[src/rtl/buserr_pkg.sv]
package buserr_pkg;
    localparam int ADDR_W  = 32;
    localparam int WD_W    = 6;
    localparam int RA_W    = 2;
    localparam int N_FLAG  = 3;
    localparam int N_CPU   = 2;
    localparam int CPU_W   = $clog2(N_CPU);
    localparam int ROUTE_W = 2 * CPU_W;
    localparam int EN_W    = 2 * N_FLAG;

    localparam int FLG_SYS = 0;
    localparam int FLG_MA  = 1;
    localparam int FLG_TA  = 2;

    typedef enum logic [RA_W-1:0] {
        REG_STATUS = 2'd0,
        REG_ENABLE = 2'd1,
        REG_ROUTE  = 2'd2,
        REG_EADDR  = 2'd3
    } reg_sel_t;

    typedef enum logic {
        ST_OPEN = 1'b0,
        ST_HELD = 1'b1
    } cap_state_t;
endpackage

[src/rtl/buserr_sync.sv]
module buserr_sync #(
    parameter int STAGES = 2
) (
    input  logic clk,
    input  logic rst_n,
    input  logic pin_n,
    output logic active
);
    logic [STAGES-1:0] chain_q;

    always_ff @(posedge clk) begin
        if (!rst_n) chain_q <= '1;
        else        chain_q <= {chain_q[STAGES-2:0], pin_n};
    end

    assign active = ~chain_q[STAGES-1];
endmodule

[src/rtl/buserr_cfg.sv]
module buserr_cfg
    import buserr_pkg::*;
(
    input  logic               clk,
    input  logic               rst_n,
    input  logic               wr_enable,
    input  logic               wr_route,
    input  logic [WD_W-1:0]    wdata,
    output logic [EN_W-1:0]    en_q,
    output logic [ROUTE_W-1:0] route_q
);
    always_ff @(posedge clk) begin
        if (!rst_n) begin
            en_q    <= '0;
            route_q <= '0;
        end else begin
            if (wr_enable) en_q    <= wdata[EN_W-1:0];
            if (wr_route)  route_q <= wdata[ROUTE_W-1:0];
        end
    end
endmodule

[src/rtl/buserr_flags.sv]
module buserr_flags
    import buserr_pkg::*;
(
    input  logic              clk,
    input  logic              rst_n,
    input  logic [N_FLAG-1:0] set_ev,
    input  logic [N_FLAG-1:0] clr,
    input  logic [ADDR_W-1:0] txn_addr,
    output logic [N_FLAG-1:0] flag_q,
    output logic [ADDR_W-1:0] err_addr_q
);
    cap_state_t        state_q, state_d;
    logic [N_FLAG-1:0] flag_d;
    logic              load_addr;

    // set has priority over a same-cycle write-1 clear
    always_comb flag_d = (flag_q & ~clr) | set_ev;

    // state register
    always_ff @(posedge clk) begin
        if (!rst_n) state_q <= ST_OPEN;
        else        state_q <= state_d;
    end

    // next state and capture strobe
    always_comb begin
        state_d   = state_q;
        load_addr = 1'b0;
        unique case (state_q)
            ST_OPEN: begin
                if (|set_ev) begin
                    load_addr = 1'b1;
                    state_d   = ST_HELD;
                end
            end
            ST_HELD: begin
                if (flag_d == '0) state_d = ST_OPEN;
            end
            default: state_d = ST_OPEN;
        endcase
    end

    always_ff @(posedge clk) begin
        if (!rst_n) begin
            flag_q     <= '0;
            err_addr_q <= '0;
        end else begin
            flag_q <= flag_d;
            if (load_addr) err_addr_q <= txn_addr;
        end
    end

    AST_FLAG_STICKY: assert property (@(posedge clk) disable iff (!rst_n)
        1'b1 |=> ((flag_q & $past(flag_q & ~clr)) == $past(flag_q & ~clr)));
    AST_SET_WINS: assert property (@(posedge clk) disable iff (!rst_n)
        (|set_ev) |=> ((flag_q & $past(set_ev)) == $past(set_ev)));
    AST_ADDR_FROZEN: assert property (@(posedge clk) disable iff (!rst_n)
        (state_q == ST_HELD) |=> $stable(err_addr_q));
    AST_OPEN_NO_FLAG: assert property (@(posedge clk) disable iff (!rst_n)
        (state_q == ST_OPEN) |-> (flag_q == '0));
endmodule

[src/rtl/buserr_route.sv]
module buserr_route
    import buserr_pkg::*;
(
    input  logic               clk,
    input  logic               rst_n,
    input  logic [N_FLAG-1:0]  flags,
    input  logic [EN_W-1:0]    en,
    input  logic [ROUTE_W-1:0] route,
    output logic [N_CPU-1:0]   mchk,
    output logic               irq
);
    logic [N_FLAG-1:0] mc_act;
    logic [N_FLAG-1:0] irq_act;
    logic [CPU_W-1:0]  dflt_cpu;
    logic [CPU_W-1:0]  mid_cpu;
    logic              abort_mc;

    assign mc_act   = flags & en[N_FLAG-1:0];
    assign irq_act  = flags & en[EN_W-1:N_FLAG];
    assign dflt_cpu = route[CPU_W-1:0];
    assign mid_cpu  = route[ROUTE_W-1:CPU_W];
    assign abort_mc = mc_act[FLG_MA] | mc_act[FLG_TA];

    for (genvar c = 0; c < N_CPU; c++) begin : g_cpu
        assign mchk[c] = (mc_act[FLG_SYS] && dflt_cpu == CPU_W'(c)) ||
                         (abort_mc && mid_cpu == CPU_W'(c));
    end

    assign irq = |irq_act;

    AST_QUIET_WHEN_CLEAR: assert property (@(posedge clk) disable iff (!rst_n)
        (flags == '0) |-> (mchk == '0 && !irq));
endmodule

[src/rtl/buserr_unit.sv]
module buserr_unit
    import buserr_pkg::*;
(
    input  logic              clk,
    input  logic              rst_n,
    input  logic              serr_n,
    input  logic              ma_evt,
    input  logic              ta_evt,
    input  logic [ADDR_W-1:0] txn_addr,
    input  logic [RA_W-1:0]   reg_addr,
    input  logic              wr_en,
    input  logic [WD_W-1:0]   wdata,
    output logic [ADDR_W-1:0] rdata,
    output logic [N_CPU-1:0]  mchk,
    output logic              irq
);
    logic               sys_active;
    logic [N_FLAG-1:0]  set_ev;
    logic [N_FLAG-1:0]  clr;
    logic [N_FLAG-1:0]  flag_q;
    logic [ADDR_W-1:0]  err_addr_q;
    logic [EN_W-1:0]    en_q;
    logic [ROUTE_W-1:0] route_q;
    reg_sel_t           sel;

    assign sel = reg_sel_t'(reg_addr);

    buserr_sync #(.STAGES(2)) u_sync (
        .clk    (clk),
        .rst_n  (rst_n),
        .pin_n  (serr_n),
        .active (sys_active)
    );

    assign set_ev = {ta_evt, ma_evt, sys_active};
    assign clr    = (wr_en && sel == REG_STATUS) ? wdata[N_FLAG-1:0] : '0;

    buserr_flags u_flags (
        .clk        (clk),
        .rst_n      (rst_n),
        .set_ev     (set_ev),
        .clr        (clr),
        .txn_addr   (txn_addr),
        .flag_q     (flag_q),
        .err_addr_q (err_addr_q)
    );

    buserr_cfg u_cfg (
        .clk       (clk),
        .rst_n     (rst_n),
        .wr_enable (wr_en && sel == REG_ENABLE),
        .wr_route  (wr_en && sel == REG_ROUTE),
        .wdata     (wdata),
        .en_q      (en_q),
        .route_q   (route_q)
    );

    buserr_route u_route (
        .clk   (clk),
        .rst_n (rst_n),
        .flags (flag_q),
        .en    (en_q),
        .route (route_q),
        .mchk  (mchk),
        .irq   (irq)
    );

    always_comb begin
        rdata = '0;
        unique case (sel)
            REG_STATUS: rdata = ADDR_W'(flag_q);
            REG_ENABLE: rdata = ADDR_W'(en_q);
            REG_ROUTE:  rdata = ADDR_W'(route_q);
            REG_EADDR:  rdata = err_addr_q;
            default:    rdata = '0;
        endcase
    end
endmodule

[config.mk]
export PLATFORM = sky130hd
export DESIGN_NAME = buserr_unit
export DESIGN_NICKNAME = d
export VERILOG_FILES = /design/src/rtl/buserr_pkg.sv /design/src/rtl/buserr_sync.sv /design/src/rtl/buserr_cfg.sv /design/src/rtl/buserr_flags.sv /design/src/rtl/buserr_route.sv /design/src/rtl/buserr_unit.sv
export SDC_FILE = /design/constraint.sdc
export NUM_CORES = 1
export LEC_CHECK = 0
export ABC_CLOCK_PERIOD_IN_PS = 1700
export BUFFER_PORTS_ARGS = -buffer_cell sky130_fd_sc_hd__buf_2
export CORE_MARGIN = 3
export CORE_UTILIZATION = 49
export DETAILED_ROUTE_END_ITERATION = 6
export PLACE_DENSITY = 0.85
export SYNTH_ARGS = -nofsm -noshare
export SYNTH_HDL_FRONTEND = slang
export SYNTH_HIERARCHICAL = 1
export SYNTH_SLANG_ARGS = --single-unit
[constraint.sdc]
create_clock -name clk -period 1.7 [get_ports clk]
set_input_delay 0.34 -clock clk [delete_from_list [all_inputs] [get_ports clk]]
set_output_delay 0.34 -clock clk [all_outputs]
set_load 0.005 [all_outputs]
==> Implementation_results.wiki <==
{| class="wikitable"
! Metric !! Value
|-
| Pwr dens || 857 nW/µm²
|-
| Initial DRC Count || 94
|-
| Cell family with the largest share of critical-path delay || multiplexers
|-
| Worst hold path type || primary input to register
|-
| Core ar. || 4170 µm²
|-
| Crit path largest cell delay || between 0.4 and 0.5 ns
|-
| Final non-filler cell area || between 2000 and 3000 µm²
|-
| Post-CTS clock slew at the launch and capture registers of the worst setup and hold paths || about 0.080 ns
|-
| Number of antenna violations at the first check in global routing || 0
|-
| Dpl ws || -0.111 ns
|-
| Number of vias per cell after detailed routing || 5.12
|-
| Share of final-layout standard cells stronger than drive strength 1 || 31.6%
|-
| Final worst slack || 0.0816 ns
|-
| Startpoint of the most critical setup path || u_flags/flag_q[0]
|-
| Transition time at the pin with the least slew margin || ~0.67 ns
|-
| Htree depth || 2
|-
| CTS sink count || 46
|-
| Wire length of the first global-routing pass || 8300 µm
|-
| Later-pin clock latency in the skew report || 0.29 ns
|-
| Part of the cycle the worst path needs || 95.2%
|-
| Layout Cells excl Fill || 366
|-
| Clock period minus final worst setup slack || 1.62 ns
|-
| Count of nets after finishing || 362
|-
| Root Buffer Master || sky130_fd_sc_hd__clkbuf_8
|-
| TritonCTS clock tree || done
|-
| Final hold slack || roughly 0.23 ns
|-
| Total congestion overflow || 0
|-
| Pre-Repair DR Iteration Count || 4
|-
| Global Route Usage Sum || 19.8%
|-
| Fraction of the yosys area taken by sequential cells || 41.8%
|-
| Final Routed Wirelength || 5040 µm
|-
| Distinct cell type count of the synthesized netlist || 28
|-
| Top-level port count || 81
|-
| Final worst clock skew || 0.00523 ns
|-
| WP buf/inv || 1
|-
| Flip-flop and latch count after synthesis || 46
|-
| Routed WL per cell || roughly 14 µm
|-
| Std-Cell Rows || 23
|-
| Via count of the first global-routing pass || 1,884
|-
| Total of fill cells in the finished design || 344
|-
| Most common library cell in the layout ignoring fill and taps || sky130_fd_sc_hd__buf_2
|-
| Max Clock Freq || approximately 620 MHz
|-
| Post-synth EDFFs || 0
|-
| Number of violations of the max-capacitance limit || 0
|-
| Critical Setup Path Class || register to output port
|-
| Placed cell areas || approximately 2600 µm²
|-
| Die Area || 5330 µm²
|-
| Final standard cell utilization of the core || 65.2%
|-
| Starting Density || 52.8%
|-
| Count of yosys warnings during synthesis || 6
|-
| Commonest cells after routing, fill and taps aside || sky130_fd_sc_hd__buf_2, sky130_fd_sc_hd__nand2_1, sky130_fd_sc_hd__dfxtp_1
|-
| Worst Setup Start Kind || register
|-
| Launching point of the worst reg2reg path || u_sync/chain_q[1]
|-
| Via count || 1,875
|-
| Placed cell count || 358
|-
| Worst slew margin relative to its limit || 55.2%
|-
| Leakage power of the design || about 0.0014 µW
|-
| Mapped Nets || 288
|-
| Die Span Y || 73.0 µm
|-
| Main flop type after synthesis || sky130_fd_sc_hd__dfxtp_1
|-
| Result of the run || complete, no violations
|-
| Critical path required time || 1.36 ns
|-
| Drt drc || 0
|-
| Slowest cell on the critical path || sky130_fd_sc_hd__mux4_2
|-
| Count of antenna diodes in the layout || 0
|-
| Synth Instances || approximately 240
|-
| Hold Vio Cnt, Final || 0
|-
| Area growth, synth to finish || 23.5%
|-
| Kind of end point of the critical path || output port
|-
| HPWL Detailed || 3540 µm
|-
| Port Buffers || 80
|-
| Buffers from clock root to sink, at most || 2
|-
| Slew Viols, Final || 0
|-
| Chip Width || between 70 and 80 µm
|-
| RePlAce Congestion || 0.789
|-
| Critical Path AT || 1.28 ns
|-
| Antenna-violating nets left || 0
|-
| Start point of the worst min-delay path || serr_n
|-
| Fraction of synthesis flops using an asynchronous set or reset pin || 0%
|-
| Mean instance size in the synthesized netlist || 9.10 µm²
|-
| Largest driver fanout on the critical path || 5
|-
| Maximum number of pins on one net before global-route repair || 79
|-
| Final setup violating endpoints || 0
|-
| Quantity of hold-fixing buffers added after cts || 0
|-
| Synth Cell Area || approximately 2200 µm²
|-
| Setup repair after global routing missed its margin || false
|-
| Cell-by-cell trace of the critical path || mux4_2 > buf_2
|-
| Inserted Clock Buffers || 5
|-
| Peak ir drop on the vdd network || 0.000409 V
|}
[synth_stat cells (3+ instances only)]
library cell               number  area share, %
sky130_fd_sc_hd__inv_1          3           0.51
sky130_fd_sc_hd__and3_1        25            7.1
sky130_fd_sc_hd__buf_6          5            2.6
sky130_fd_sc_hd__and2_1         3           0.85
sky130_fd_sc_hd__clkbuf_1       8            1.4
sky130_fd_sc_hd__mux2i_1       44             20
sky130_fd_sc_hd__o21a_1         3            1.0
sky130_fd_sc_hd__nand2_1       66             11
sky130_fd_sc_hd__nor2b_1       14            4.0
sky130_fd_sc_hd__buf_2          5            1.1
sky130_fd_sc_hd__dfxtp_1       46             42
[logic make-up (layout without fill, tap and decap cells)]
logic type | count (synthesis) | count (layout) | share of synthesized area [%]
AO/OA/AOI/OAI | 10 | 10 | 3.64
flip-flops | 46 | 46 | 41.8
AND/OR/NAND/NOR | 117 | 118 | 26.2
multiplexers | 46 | 46 | 22.0
buffers and inverters | 23 | 96 | 6.25
[worst register-to-register path, cell delays in order, from the launching register on]
cell and delay (ns):
sky130_fd_sc_hd__dfxtp_1 0.31, sky130_fd_sc_hd__inv_1 0.08, sky130_fd_sc_hd__nor3_2 0.09, sky130_fd_sc_hd__nor2_4 0.55, sky130_fd_sc_hd__mux2i_1 0.30
[through the flow]
step | TNS, ns | power, µW
floorplan | 0 | 1440
global placement | -0.212 | 1540
detailed placement | -1.60 | 1550
CTS | 0 | 2360
global route | 0 | 2440
finish | 0 | 2330
[worst paths after layout]
path                                         endpoint  slack, ns  cells past startpoint
worst min register to register      u_sync/chain_q[1]       0.42                      1
worst max register to register  u_flags/err_addr_q[6]       0.29                      4
worst max-delay path                         rdata[0]       0.08                      2
worst min-delay path                u_sync/chain_q[0]       0.23                      2
[report_power, final]
part           internal, µW  switching (µW)
Combinational           170             170
Clock                   470             330
Sequential             1150            42.9
[what timing repair did]
action | 4_1_cts | 5_1_grt
cloned | 1 | 0
pin swaps | 1 | 0
resized for setup | 0 | 1
endpoints found under the setup margin | 25 | 16
buffers inserted | 0 | 0
[state kept, by name (all words and copies together) (netlist names)]
name,cells
u_flags/flag_q,3
u_sync/chain_q,2
u_flags/err_addr_q,32
u_cfg/en_q,6
u_flags/state_q,1
u_cfg/route_q,2
[layout make-up]
| cell class | count | area (µm²) | area share, % |
|---|---|---|---|
| clock buffer | 6 | 82.6 | 3.04 |
| tap | 50 | 62.6 | 2.30 |
| sequential | 46 | 921 | 33.9 |
| timing repair buffer | 86 | 458 | 16.8 |
| multi-input combinational | 174 | 1150 | 42.5 |
| inverter | 3 | 11.3 | 0.414 |
| clock inverter | 1 | 30.0 | 1.10 |
[metal layers]
layer	wire length, µm	track usage (%)	up-vias
met5	0	0	-
met4	138	10.0	0
met3	252	2.89	11
met2	2480	34.9	54
met1	2170	23.1	851
li1	-	-	959
No activity file was read; power rests on OpenSTA's default activity.
